File: src/rtl/cpm_pkg.sv
// Shared types for the chunk pool manager.
package cpm_pkg;
    // State of the chain walker that reclaims chunks.
    typedef enum logic {
        WK_IDLE = 1'b0,
        WK_RUN  = 1'b1
    } walk_st_t;
endpackage

File: src/rtl/cpm_free_fifo.sv
// Free list of chunk indices, kept as a circular FIFO.
// Assumes: at most one pop and one push per cycle; a pushed index is
// never already in the list. A pop uses the count from before this
// cycle's push, so an empty pool refuses even while a push is arriving.
module cpm_free_fifo #(
    parameter int NCHUNK = 64,
    parameter int IW     = $clog2(NCHUNK),
    parameter int FW     = $clog2(NCHUNK + 1)
) (
    input  logic          clk,
    input  logic          rst_n,
    input  logic          pop_req,
    output logic          pop_gnt,
    output logic          pop_fail,
    output logic [IW-1:0] pop_idx,
    input  logic          push_valid,
    input  logic [IW-1:0] push_idx,
    output logic [FW-1:0] count
);
    localparam logic [IW-1:0] LAST = IW'(NCHUNK - 1);

    logic [IW-1:0] slots [NCHUNK];
    logic [IW-1:0] rd_q, wr_q;
    logic          pop_ok;

    // Pop only when the pool holds a chunk.
    assign pop_ok = pop_req && (count != '0);

    // Pointer and slot update; reset loads every index in ascending order.
    always_ff @(posedge clk) begin
        if (!rst_n) begin
            for (int i = 0; i < NCHUNK; i++) slots[i] <= IW'(i);
            rd_q     <= '0;
            wr_q     <= '0;
            count    <= FW'(NCHUNK);
            pop_gnt  <= 1'b0;
            pop_fail <= 1'b0;
            pop_idx  <= '0;
        end else begin
            pop_gnt  <= pop_ok;
            pop_fail <= pop_req && (count == '0);
            if (pop_ok) begin
                pop_idx <= slots[rd_q];
                rd_q    <= (rd_q == LAST) ? '0 : rd_q + 1'b1;
            end
            if (push_valid) begin
                slots[wr_q] <= push_idx;
                wr_q        <= (wr_q == LAST) ? '0 : wr_q + 1'b1;
            end
            count <= count + FW'(push_valid) - FW'(pop_ok);
        end
    end

    AST_POOL_BOUND: assert property (@(posedge clk) disable iff (!rst_n)
        count <= FW'(NCHUNK));
    AST_EMPTY_REFUSES: assert property (@(posedge clk) disable iff (!rst_n)
        pop_req && count == '0 && !push_valid |=> pop_fail && !pop_gnt && count == '0);
endmodule

File: src/rtl/cpm_ctx_link.sv
// Reassembly contexts and the next-pointer table.
// Each context keeps an open flag, its first chunk, its last chunk and a
// chunk count. An append writes the end marker into the new chunk's entry
// and links the previous last chunk to it. An end-of-packet append
// reports the packet one cycle later. The walker reads links through a
// combinational port.
// Assumes: an appended chunk was granted and not appended before.
module cpm_ctx_link #(
    parameter int NCHUNK = 64,
    parameter int NCTX   = 4,
    parameter int RW     = 4,
    parameter int IW     = $clog2(NCHUNK),
    parameter int PW     = IW + 1,
    parameter int FW     = $clog2(NCHUNK + 1),
    parameter int CXW    = $clog2(NCTX)
) (
    input  logic           clk,
    input  logic           rst_n,
    input  logic           app_valid,
    input  logic [CXW-1:0] app_ctx,
    input  logic [IW-1:0]  app_ptr,
    input  logic           app_eop,
    input  logic [RW-1:0]  app_copies,
    output logic           done_valid,
    output logic [CXW-1:0] done_ctx,
    output logic [IW-1:0]  done_head,
    output logic [FW-1:0]  done_count,
    output logic [RW-1:0]  done_copies,
    input  logic [IW-1:0]  lk_idx,
    output logic [PW-1:0]  lk_data
);
    localparam logic [PW-1:0] END_MARK = '1;

    logic [PW-1:0] links [NCHUNK];
    logic          open_q [NCTX];
    logic [IW-1:0] head_q [NCTX];
    logic [IW-1:0] tail_q [NCTX];
    logic [FW-1:0] cnt_q  [NCTX];
    logic [IW-1:0] head_n;
    logic [FW-1:0] cnt_n;

    // Read port for the walker.
    assign lk_data = links[lk_idx];

    // Head and length the context will hold after this append.
    always_comb begin
        head_n = open_q[app_ctx] ? head_q[app_ctx] : app_ptr;
        cnt_n  = open_q[app_ctx] ? cnt_q[app_ctx] + 1'b1 : FW'(1);
    end

    // Context state, chain links and the completion report.
    always_ff @(posedge clk) begin
        if (!rst_n) begin
            for (int i = 0; i < NCHUNK; i++) links[i] <= END_MARK;
            for (int c = 0; c < NCTX; c++) begin
                open_q[c] <= 1'b0;
                head_q[c] <= '0;
                tail_q[c] <= '0;
                cnt_q[c]  <= '0;
            end
            done_valid  <= 1'b0;
            done_ctx    <= '0;
            done_head   <= '0;
            done_count  <= '0;
            done_copies <= '0;
        end else begin
            done_valid <= 1'b0;
            if (app_valid) begin
                links[app_ptr] <= END_MARK;
                if (open_q[app_ctx]) links[tail_q[app_ctx]] <= PW'(app_ptr);
                head_q[app_ctx] <= head_n;
                tail_q[app_ctx] <= app_ptr;
                cnt_q[app_ctx]  <= cnt_n;
                open_q[app_ctx] <= !app_eop;
                if (app_eop) begin
                    done_valid  <= 1'b1;
                    done_ctx    <= app_ctx;
                    done_head   <= head_n;
                    done_count  <= cnt_n;
                    done_copies <= app_copies;
                end
            end
        end
    end

    AST_FRESH_LINK: assert property (@(posedge clk) disable iff (!rst_n)
        app_valid && open_q[app_ctx] |-> tail_q[app_ctx] != app_ptr);
    AST_DONE_NONEMPTY: assert property (@(posedge clk) disable iff (!rst_n)
        done_valid |-> done_count != '0 && done_copies != '0);
endmodule

File: src/rtl/cpm_reclaim.sv
// Copy counts and the chain walker.
// A completed packet stores its copy count under its first chunk. Each
// accepted release lowers it. The release that removes the last copy
// starts a walk that pushes one chunk per cycle to the free list,
// following the links until the end marker. Releases are refused while
// walking.
// Assumes: a released packet was completed and still has copies left.
module cpm_reclaim #(
    parameter int NCHUNK = 64,
    parameter int RW     = 4,
    parameter int IW     = $clog2(NCHUNK),
    parameter int PW     = IW + 1
) (
    input  logic          clk,
    input  logic          rst_n,
    input  logic          done_valid,
    input  logic [IW-1:0] done_head,
    input  logic [RW-1:0] done_copies,
    input  logic          rel_valid,
    input  logic [IW-1:0] rel_head,
    output logic          rel_ready,
    output logic [IW-1:0] lk_idx,
    input  logic [PW-1:0] lk_data,
    output logic          push_valid,
    output logic [IW-1:0] push_idx
);
    import cpm_pkg::*;

    localparam logic [PW-1:0] END_MARK = '1;

    logic [RW-1:0] copies_q [NCHUNK];
    walk_st_t      st_q;
    logic [IW-1:0] wptr_q;

    // Walker outputs: the current chunk is both pushed and looked up.
    assign rel_ready  = (st_q == WK_IDLE);
    assign push_valid = (st_q == WK_RUN);
    assign push_idx   = wptr_q;
    assign lk_idx     = wptr_q;

    // Copy-count updates and walker stepping.
    always_ff @(posedge clk) begin
        if (!rst_n) begin
            for (int i = 0; i < NCHUNK; i++) copies_q[i] <= '0;
            st_q   <= WK_IDLE;
            wptr_q <= '0;
        end else begin
            if (done_valid) copies_q[done_head] <= done_copies;
            if (st_q == WK_IDLE) begin
                if (rel_valid) begin
                    if (copies_q[rel_head] <= RW'(1)) begin
                        copies_q[rel_head] <= '0;
                        st_q   <= WK_RUN;
                        wptr_q <= rel_head;
                    end else begin
                        copies_q[rel_head] <= copies_q[rel_head] - 1'b1;
                    end
                end
            end else begin
                if (lk_data == END_MARK) st_q <= WK_IDLE;
                else wptr_q <= lk_data[IW-1:0];
            end
        end
    end

    AST_RELEASE_HELD: assert property (@(posedge clk) disable iff (!rst_n)
        rel_valid && rel_ready |-> copies_q[rel_head] != '0);
    AST_BUSY_KEEPS_COUNT: assert property (@(posedge clk) disable iff (!rst_n)
        rel_valid && !rel_ready && !done_valid |=> copies_q[$past(rel_head)] == $past(copies_q[rel_head]));
endmodule

File: src/rtl/chunk_pool_mgr.sv
// Chunk pool manager: free list, per-context chaining and per-packet copy
// counts for a chunked packet buffer.
// Assumes: the caller appends only granted chunks, releases only
// completed packets, and gives a copy count of at least 1 at end of packet.
module chunk_pool_mgr #(
    parameter int NCHUNK = 64,
    parameter int NCTX   = 4,
    parameter int RW     = 4,
    localparam int IW    = $clog2(NCHUNK),
    localparam int PW    = IW + 1,
    localparam int FW    = $clog2(NCHUNK + 1),
    localparam int CXW   = $clog2(NCTX)
) (
    input  logic           clk,
    input  logic           rst_n,
    input  logic           alloc_req,
    output logic           alloc_gnt,
    output logic           alloc_fail,
    output logic [IW-1:0]  alloc_ptr,
    input  logic           app_valid,
    input  logic [CXW-1:0] app_ctx,
    input  logic [IW-1:0]  app_ptr,
    input  logic           app_eop,
    input  logic [RW-1:0]  app_copies,
    output logic           done_valid,
    output logic [CXW-1:0] done_ctx,
    output logic [IW-1:0]  done_head,
    output logic [FW-1:0]  done_count,
    input  logic           rel_valid,
    input  logic [IW-1:0]  rel_head,
    output logic           rel_ready,
    output logic [FW-1:0]  free_count
);
    logic          push_valid;
    logic [IW-1:0] push_idx;
    logic [IW-1:0] lk_idx;
    logic [PW-1:0] lk_data;
    logic [RW-1:0] done_copies;

    cpm_free_fifo #(.NCHUNK(NCHUNK), .IW(IW), .FW(FW)) u_free (
        .clk(clk), .rst_n(rst_n),
        .pop_req(alloc_req), .pop_gnt(alloc_gnt), .pop_fail(alloc_fail),
        .pop_idx(alloc_ptr),
        .push_valid(push_valid), .push_idx(push_idx),
        .count(free_count)
    );

    cpm_ctx_link #(.NCHUNK(NCHUNK), .NCTX(NCTX), .RW(RW), .IW(IW), .PW(PW),
                   .FW(FW), .CXW(CXW)) u_link (
        .clk(clk), .rst_n(rst_n),
        .app_valid(app_valid), .app_ctx(app_ctx), .app_ptr(app_ptr),
        .app_eop(app_eop), .app_copies(app_copies),
        .done_valid(done_valid), .done_ctx(done_ctx), .done_head(done_head),
        .done_count(done_count), .done_copies(done_copies),
        .lk_idx(lk_idx), .lk_data(lk_data)
    );

    cpm_reclaim #(.NCHUNK(NCHUNK), .RW(RW), .IW(IW), .PW(PW)) u_reclaim (
        .clk(clk), .rst_n(rst_n),
        .done_valid(done_valid), .done_head(done_head), .done_copies(done_copies),
        .rel_valid(rel_valid), .rel_head(rel_head), .rel_ready(rel_ready),
        .lk_idx(lk_idx), .lk_data(lk_data),
        .push_valid(push_valid), .push_idx(push_idx)
    );

    AST_WALK_RETURNS: assert property (@(posedge clk) disable iff (!rst_n)
        !rel_ready && !alloc_req |=> free_count == $past(free_count) + 1'b1);
    AST_GRANT_TAKES: assert property (@(posedge clk) disable iff (!rst_n)
        alloc_req && free_count != '0 && rel_ready |=> alloc_gnt && free_count == $past(free_count) - 1'b1);
endmodule

File: config.mk
export PLATFORM = sky130hd
export DESIGN_NAME = chunk_pool_mgr
export DESIGN_NICKNAME = d
export VERILOG_FILES = /design/src/rtl/cpm_pkg.sv /design/src/rtl/cpm_free_fifo.sv /design/src/rtl/cpm_ctx_link.sv /design/src/rtl/cpm_reclaim.sv /design/src/rtl/chunk_pool_mgr.sv
export SDC_FILE = /design/constraint.sdc
export NUM_CORES = 2
export LEC_CHECK = 0
export ABC_AREA = 0
export BUFFER_PORTS_ARGS = -buffer_cell sky130_fd_sc_hd__buf_2
export CORE_MARGIN = 3
export CORE_UTILIZATION = 35
export DETAILED_ROUTE_END_ITERATION = 16
export SETUP_SLACK_MARGIN = 0.05
export SYNTH_ARGS = -nofsm -noshare
export SYNTH_HDL_FRONTEND = slang
export SYNTH_HIERARCHICAL = 1
export SYNTH_SLANG_ARGS = --single-unit
File: constraint.sdc
create_clock -name clk -period 9.77 [get_ports clk]
set_input_delay 1.954 -clock clk [delete_from_list [all_inputs] [get_ports clk]]
set_output_delay 1.954 -clock clk [all_outputs]
set_load 0.02 [all_outputs]
# After elaboration in Yosys (flattened, before gate mapping)
# Memory sizes are Yosys's and may differ from the RTL's. A register that Yosys moved wholly into a read port is not among the register bits.
# Cells that the tools add are included.
[word_totals]
ff_bits = 48
latchBits = 0
ramBits = 1168
rom_bits = 0
input_bits = 24
output_inout_bits = 32
wordCells = 117
n_memories = 7
[memory_table]
columns = ["name", "words", "word_bits", "read_ports", "rd_ports_with_merged_regs", "write_ports", "line_no", "text"]
rows = [
  ["u_link.links", 64, 7, 1, 1, 64, "cpm_ctx_link.sv:34", "logic [PW-1:0] links [NCHUNK];"],
  ["u_free.slots", 64, 6, 1, 1, 64, "cpm_free_fifo.sv:22", "logic [IW-1:0] slots [NCHUNK];"],
  ["u_reclaim.copies_q", 64, 4, 1, 0, 64, "cpm_reclaim.sv:31", "logic [RW-1:0] copies_q [NCHUNK];"],
  ["u_link.cnt_q", 4, 7, 1, 0, 4, "cpm_ctx_link.sv:38", "logic [FW-1:0] cnt_q [NCTX];"],
  ["u_link.head_q", 4, 6, 1, 0, 4, "cpm_ctx_link.sv:36", "logic [IW-1:0] head_q [NCTX];"],
  ["u_link.tail_q", 4, 6, 1, 0, 4, "cpm_ctx_link.sv:37", "logic [IW-1:0] tail_q [NCTX];"],
  ["+1 memories", "n/a", "n/a", "n/a", "n/a", "n/a", "n/a", ""],
]
[classes]
n_addsub = 6
mul = 0
div = 0
n_lt_le_gt_ge = 1
n_eq_ne = 4
shifts = 0
n_mux = 65
bitwise_logic = 2
reduce_logical = 20
[op_table]
columns = ["cell", "n"]
rows = [
  ["2-to-1 mux 6 bit", 17],
  ["2-to-1 mux 1 bit", 37],
  ["2-to-1 mux 7 bit", 4],
  ["OR reduction 7 bit", 3],
  ["OR reduction 6 bit", 3],
  ["adder 6 x 1 -> 6 bit, second input constant", 2],
  ["== test 6 bit, second input constant", 2],
  ["2-to-1 mux 4 bit", 3],
  ["2-to-1 mux 2 bit", 4],
  ["OR reduction 4 bit", 2],
  ["adder 7 x 1 -> 7 bit", 1],
  ["adder 7 x 1 -> 7 bit, second input constant", 1],
  ["== test 7 bit, second input constant", 1],
  ["logical NOT 7 bit", 1],
  ["nonzero test 7 bit", 1],
  ["subtractor 7 x 1 -> 7 bit", 1],
  ["less-or-equal comparator 4 x 1 -> 1 bit, second input constant", 1],
  ["AND reduction 2 bit", 2],
  ["nonzero test 2 bit", 2],
  ["subtractor 4 x 1 -> 4 bit, second input constant", 1],
  ["AND reduction 3 bit", 1],
  ["logical AND 1 bit", 2],
  ["logical NOT 1 bit", 2],
  ["!= test 2 bit, second input constant", 1],
  ["other kinds (3)", 3],
]

# Longest topological paths before layout
# An unclocked memory read counts as a cell.
[depth]
depth_word = 10
ltp_mapped = 18
ltp_nobuf = 15

# By module
# The synthesis kept the hierarchy.
[by_module_without_submodules]
columns = ["mod", "n_inst", "cells_each", "area_per_inst_um2", "seq_area_each_um2"]
rows = [
  ["cpm_ctx_link", 1, 1834, 25265.5, 15584.9],
  ["cpm_free_fifo", 1, 1455, 19321.0, 12071.6],
  ["cpm_reclaim", 1, 1405, 15228.4, 7827.5],
]

# Least setup slack after synthesis
# Ideal clock, no wire load.
[synth_path]
path_kind = "input to register"
start = "in rel_head[0]"
end = "mem u_reclaim.copies_q[0][0], data pin"
setup_time_ps = 267
arrival_time_ps = 4939
required_ps = 9503
path_slack_ps = 4565
path_stages = 17
path_buffers = 6
cell_sequence = "buf_6 > buf_12 > buf_12 > buf_6 > mux4_2 > nand2_1 > o21ai_1 > a221o_1 > nor4_2 > nor2b_1 > ha_1 > nor2_1 > nor3_1 > or3_1 > clkbuf_1 > clkbuf_1 > o21ai_0"
[synth_lines]
columns = ["element", "line_no", "text"]
rows = [
  ["start: declaration", "chunk_pool_mgr.sv:30", "input logic [IW-1:0] rel_head,"],
  ["end: declaration", "cpm_reclaim.sv:31", ""],
]

==> flow_summary_export.csv <==
group,metric,value,unit
placed_design,port_buffers,55,
worst_setup_path,critPathSlowestCell,"buf_4",
power,powerDensity,188.9,nW/um^2
clock_tree,cts_tree,"yes",
synthesis,ys_seq_elements,1222,
worst_setup_path,worst-setup-path-type,"in2reg",
sta,finalCritPeriodShare,62.21,%
worst_setup_path,crit_start,"rel_head[0]",
routing,drc,0,
power,p_leak,18.80,nW
synthesis,ys_warn_count,6,
placed_design,dpl.hpwl,103.8,mm
routing,wl,174.1,mm
synthesis,synth_top_cell_by_area,"edfxtp_1",
routing,wl_per_cell,25.55,um
worst_setup_path,start_kind,"input port",
flow_run,cap_violations,0,
routing,routed-via-count,39730,
floorplan,die_area,175900,sq um
finish,antenna_cells,0,
finish,nets,4526,
synthesis,avgSynthCellArea,12.74,sq um
synthesis,yosysUniqueCellTypes,84,
synthesis,yosys.area.top_type_share,55.27,%
global_route,grt_pass1_vias,38720,
worst_setup_path,timing.rr.start,"u_reclaim/lk_idx[1]$_SDFFE_PN0P_",
floorplan,fp-row-count,151,
worst_setup_path,cpPeakStageDelay,0.63,ns
sta,finClkSkew,0.02694,ns
sta,finalSetupTns,0,ns
routing,vias_per_cell,5.830,
sta,finalHoldViolCount,0,
synthesis,netlist_instances,4694,
sta,final_max_slew_viol_count,0,
worst_setup_path,r2r_slack,4.94,ns
synthesis,syn_area,59810,sq um
worst_setup_path,cp_data_required_time,10.27,ns
clock_tree,htree_levels,4,
floorplan,initial_core_util,35.26,%
worst_setup_path,cpMostUsedCell,"buf_4",
finish,postLayoutCellArea,65760,sq um
synthesis,yosysSeqAreaShare,59.32,%
worst_setup_path,worstPathCellList,"buf_4 > buf_4 > mux4_2 > o211ai_1 > o31ai_1 > nor4_2 > nor2b_1 > ha_1 > nor2_1 > nor3_1 > or3_2 > buf_4 > o21ai_0",
sta,rsz0062_at_grt,"no",
worst_setup_path,arrival,6.57,ns
global_route,grt_pass1_wl,259.1,mm
outcome,outcome,"complete, no violations",
global_route,grt_max_degree,133,
routing,ant_nets,0,
synthesis,yosysMostFrequentCell,"edfxtp_1",
worst_setup_path,worstSetupPathDepth,13,
hold_path,hold_path.class,"reg2reg",
synthesis,synth_nets,4733,
global_route,grt_overflow,0,
clock_tree,clk_latency,0.77,ns
sta,worst_pin_slew,1.311,ns
worst_setup_path,critPathTopFamily,"buffers and inverters",
clock_tree,ctsLongestPathBuffers,3,
worst_setup_path,r2r_cells,10,
worst_setup_path,worst_setup_path_end_kind,"register",
sta,hold_slack,0.4632,ns
synthesis,synth_area_leaders,"edfxtp_1, mux4_2, dfxtp_1",
routing,drt_iter0_drc,4745,
floorplan,fp.dieW,419.4,um
synthesis,synth-edff-count,1101,
routing,detail_route.first_pass.iterations,6,
floorplan,die_y,419.4,um
global_route,grt.total_usage,19.47,%
clock_tree,cts_setup_buffers,0,
synthesis,ys_async_sr_fraction,0,%
sta,fmax,0.1645,GHz
clock_tree,cts.sinks,1222,
clock_tree,cts_made_buffers,131,
floorplan,core,169700,sq um
sta,max-slew-margin-rel,12.14,%
worst_setup_path,crit_end,"u_reclaim/copies_q[2][0]$_DFFE_PP_",
floorplan,boundaryPins,56,
worst_setup_path,reg2reg_to,"u_reclaim/lk_idx[0]$_SDFFE_PN0P_",
power,vdd_drop_max,0.1775,mV
finish,syn2layout_area_growth,9.934,%
global_route,antenna_found_initial,1,
sta,setup_viol,0,
worst_setup_path,critPathMaxFanout,50,
placed_design,gp_congestion,0.8960,
worst_setup_path,critical_path_buf_inv_count,3,
sta,fin_crit,6.078,ns
clock_tree,cts_hold_buffers,0,
synthesis,synth_ff_type,"edfxtp_1",
synthesis,synth_common_cells,"edfxtp_1, or3_1, clkbuf_1, nand2_1, nor2_1",
clock_tree,clockRootBuffer,"clkbuf_16",
clock_tree,clk_pin_slew_worst_paths,0.06,ns
finish,drive_gt1_share,20.08,%
placed_design,placed_cell_area,61440,sq um
clock_tree,cts_resized,0,
worst min-delay path by stage:
stage               slack [ns]                        startpoint                                to  cells after the start
CTS                       0.47  u_link/links[30][6]$_SDFFE_PP0P_  u_link/links[30][6]$_SDFFE_PP0P_                      1
floorplan                 0.43  u_link/links[27][6]$_SDFFE_PP0P_  u_link/links[27][6]$_SDFFE_PP0P_                      1
global route              0.48  u_link/links[27][6]$_SDFFE_PP0P_  u_link/links[27][6]$_SDFFE_PP0P_                      1
global placement          0.44  u_link/links[27][6]$_SDFFE_PP0P_  u_link/links[27][6]$_SDFFE_PP0P_                      1
finish                    0.46   u_link/links[4][6]$_SDFFE_PP0P_   u_link/links[4][6]$_SDFFE_PP0P_                      1
detailed placement        0.45  u_link/links[33][6]$_SDFFE_PP0P_  u_link/links[33][6]$_SDFFE_PP0P_                      1
placed cells by master, fill, tap and decap left out, types with 17 or more instances in the layout:
cell type and count:
o21a_1 38, buf_4 79, a221oi_1 33, nor2_1 295, inv_1 17, and2_1 143, a22oi_1 37, o21ai_0 272
edfxtp_1 1101, mux2i_1 74, clkbuf_1 34, a21oi_1 34, mux2_2 88, nand3_1 263, nand2b_1 59, clkinv_1 25
o21ai_2 60, o22ai_1 18, buf_2 53, nand2_1 301, nor2b_1 47, or2_2 162, and3_1 61, clkbuf_16 136
or3_1 368, mux4_2 246, dfxtp_1 113, o211ai_1 74, nor3_1 75
metrics by stage:
| stage | total power [W] | util, % | cells | setup WS, ns |
|---|---|---|---|---|
| after CTS | 0.01252 | 38.76 | 6814 | 3.887 |
| after detailed placement | 0.007483 | 36.22 | 6572 | 3.067 |
| final | 0.01242 | 38.76 | 6814 | 3.692 |
| after global placement | 0.007469 | 36.22 | 6572 | 3.185 |
| after floorplan | 0.007001 | - | 4694 | 4.565 |
| after global routing | 0.01282 | 38.76 | 6814 | 3.389 |
registers in the layout, summed over array words and instances (netlist names), 2 cells and up:
| register | cells |
|---|---|
| u_link/links | 448 |
| u_free/slots | 384 |
| u_reclaim/copies_q | 256 |
| u_link/cnt_q | 28 |
| u_link/head_q | 24 |
| u_link/tail_q | 24 |
| u_free/count | 7 |
| u_link/done_count | 7 |
| u_free/pop_idx | 6 |
| u_free/rd_q | 6 |
| u_free/wr_q | 6 |
| u_link/done_head | 6 |
| u_reclaim/lk_idx | 6 |
| u_link/done_copies | 4 |
| u_link/open_q | 4 |
| u_link/done_ctx | 2 |
area by class of cell:
class	count	area, sq um
well taps	2218	2775
multi-input cells	2974	22150
flip-flops and latches	1222	35510
inverters	22	82.58
repair buffers	136	932.1
clock inverters	63	659.4
fillers	15900	103900
clock buffers	179	3655
power by group:
part,internal [W],switching [W]
clock,0.00293,0.00213
combinational,0.000456,0.000937
sequential,0.00580,0.000168
total,0.00919,0.00323
routing by layer:
layer	GRT usage, %	part of all wire, %	wire length [um]
met5	0	0	0
met4	6.547	2.9	5082
met3	3.661	8.6	15050
met2	30.54	46	80810
met1	27.17	42	73130
kinds of logic (layout without fill, tap and decap cells):
family                   after synthesis  count (layout)  share of synthesized area, %
AND/OR/NAND/NOR                     1847            1847                         16.21
adder cells (fa/ha/maj)               15              15                        0.3263
AO/OA/AOI/OAI                        681             681                         7.585
multiplexers                         417             417                         12.55
buffers and inverters                498             400                         3.801
flip-flops                          1222            1222                         59.32
XOR/XNOR                              14              14                        0.2050
Power figures use the tool's default switching activity.
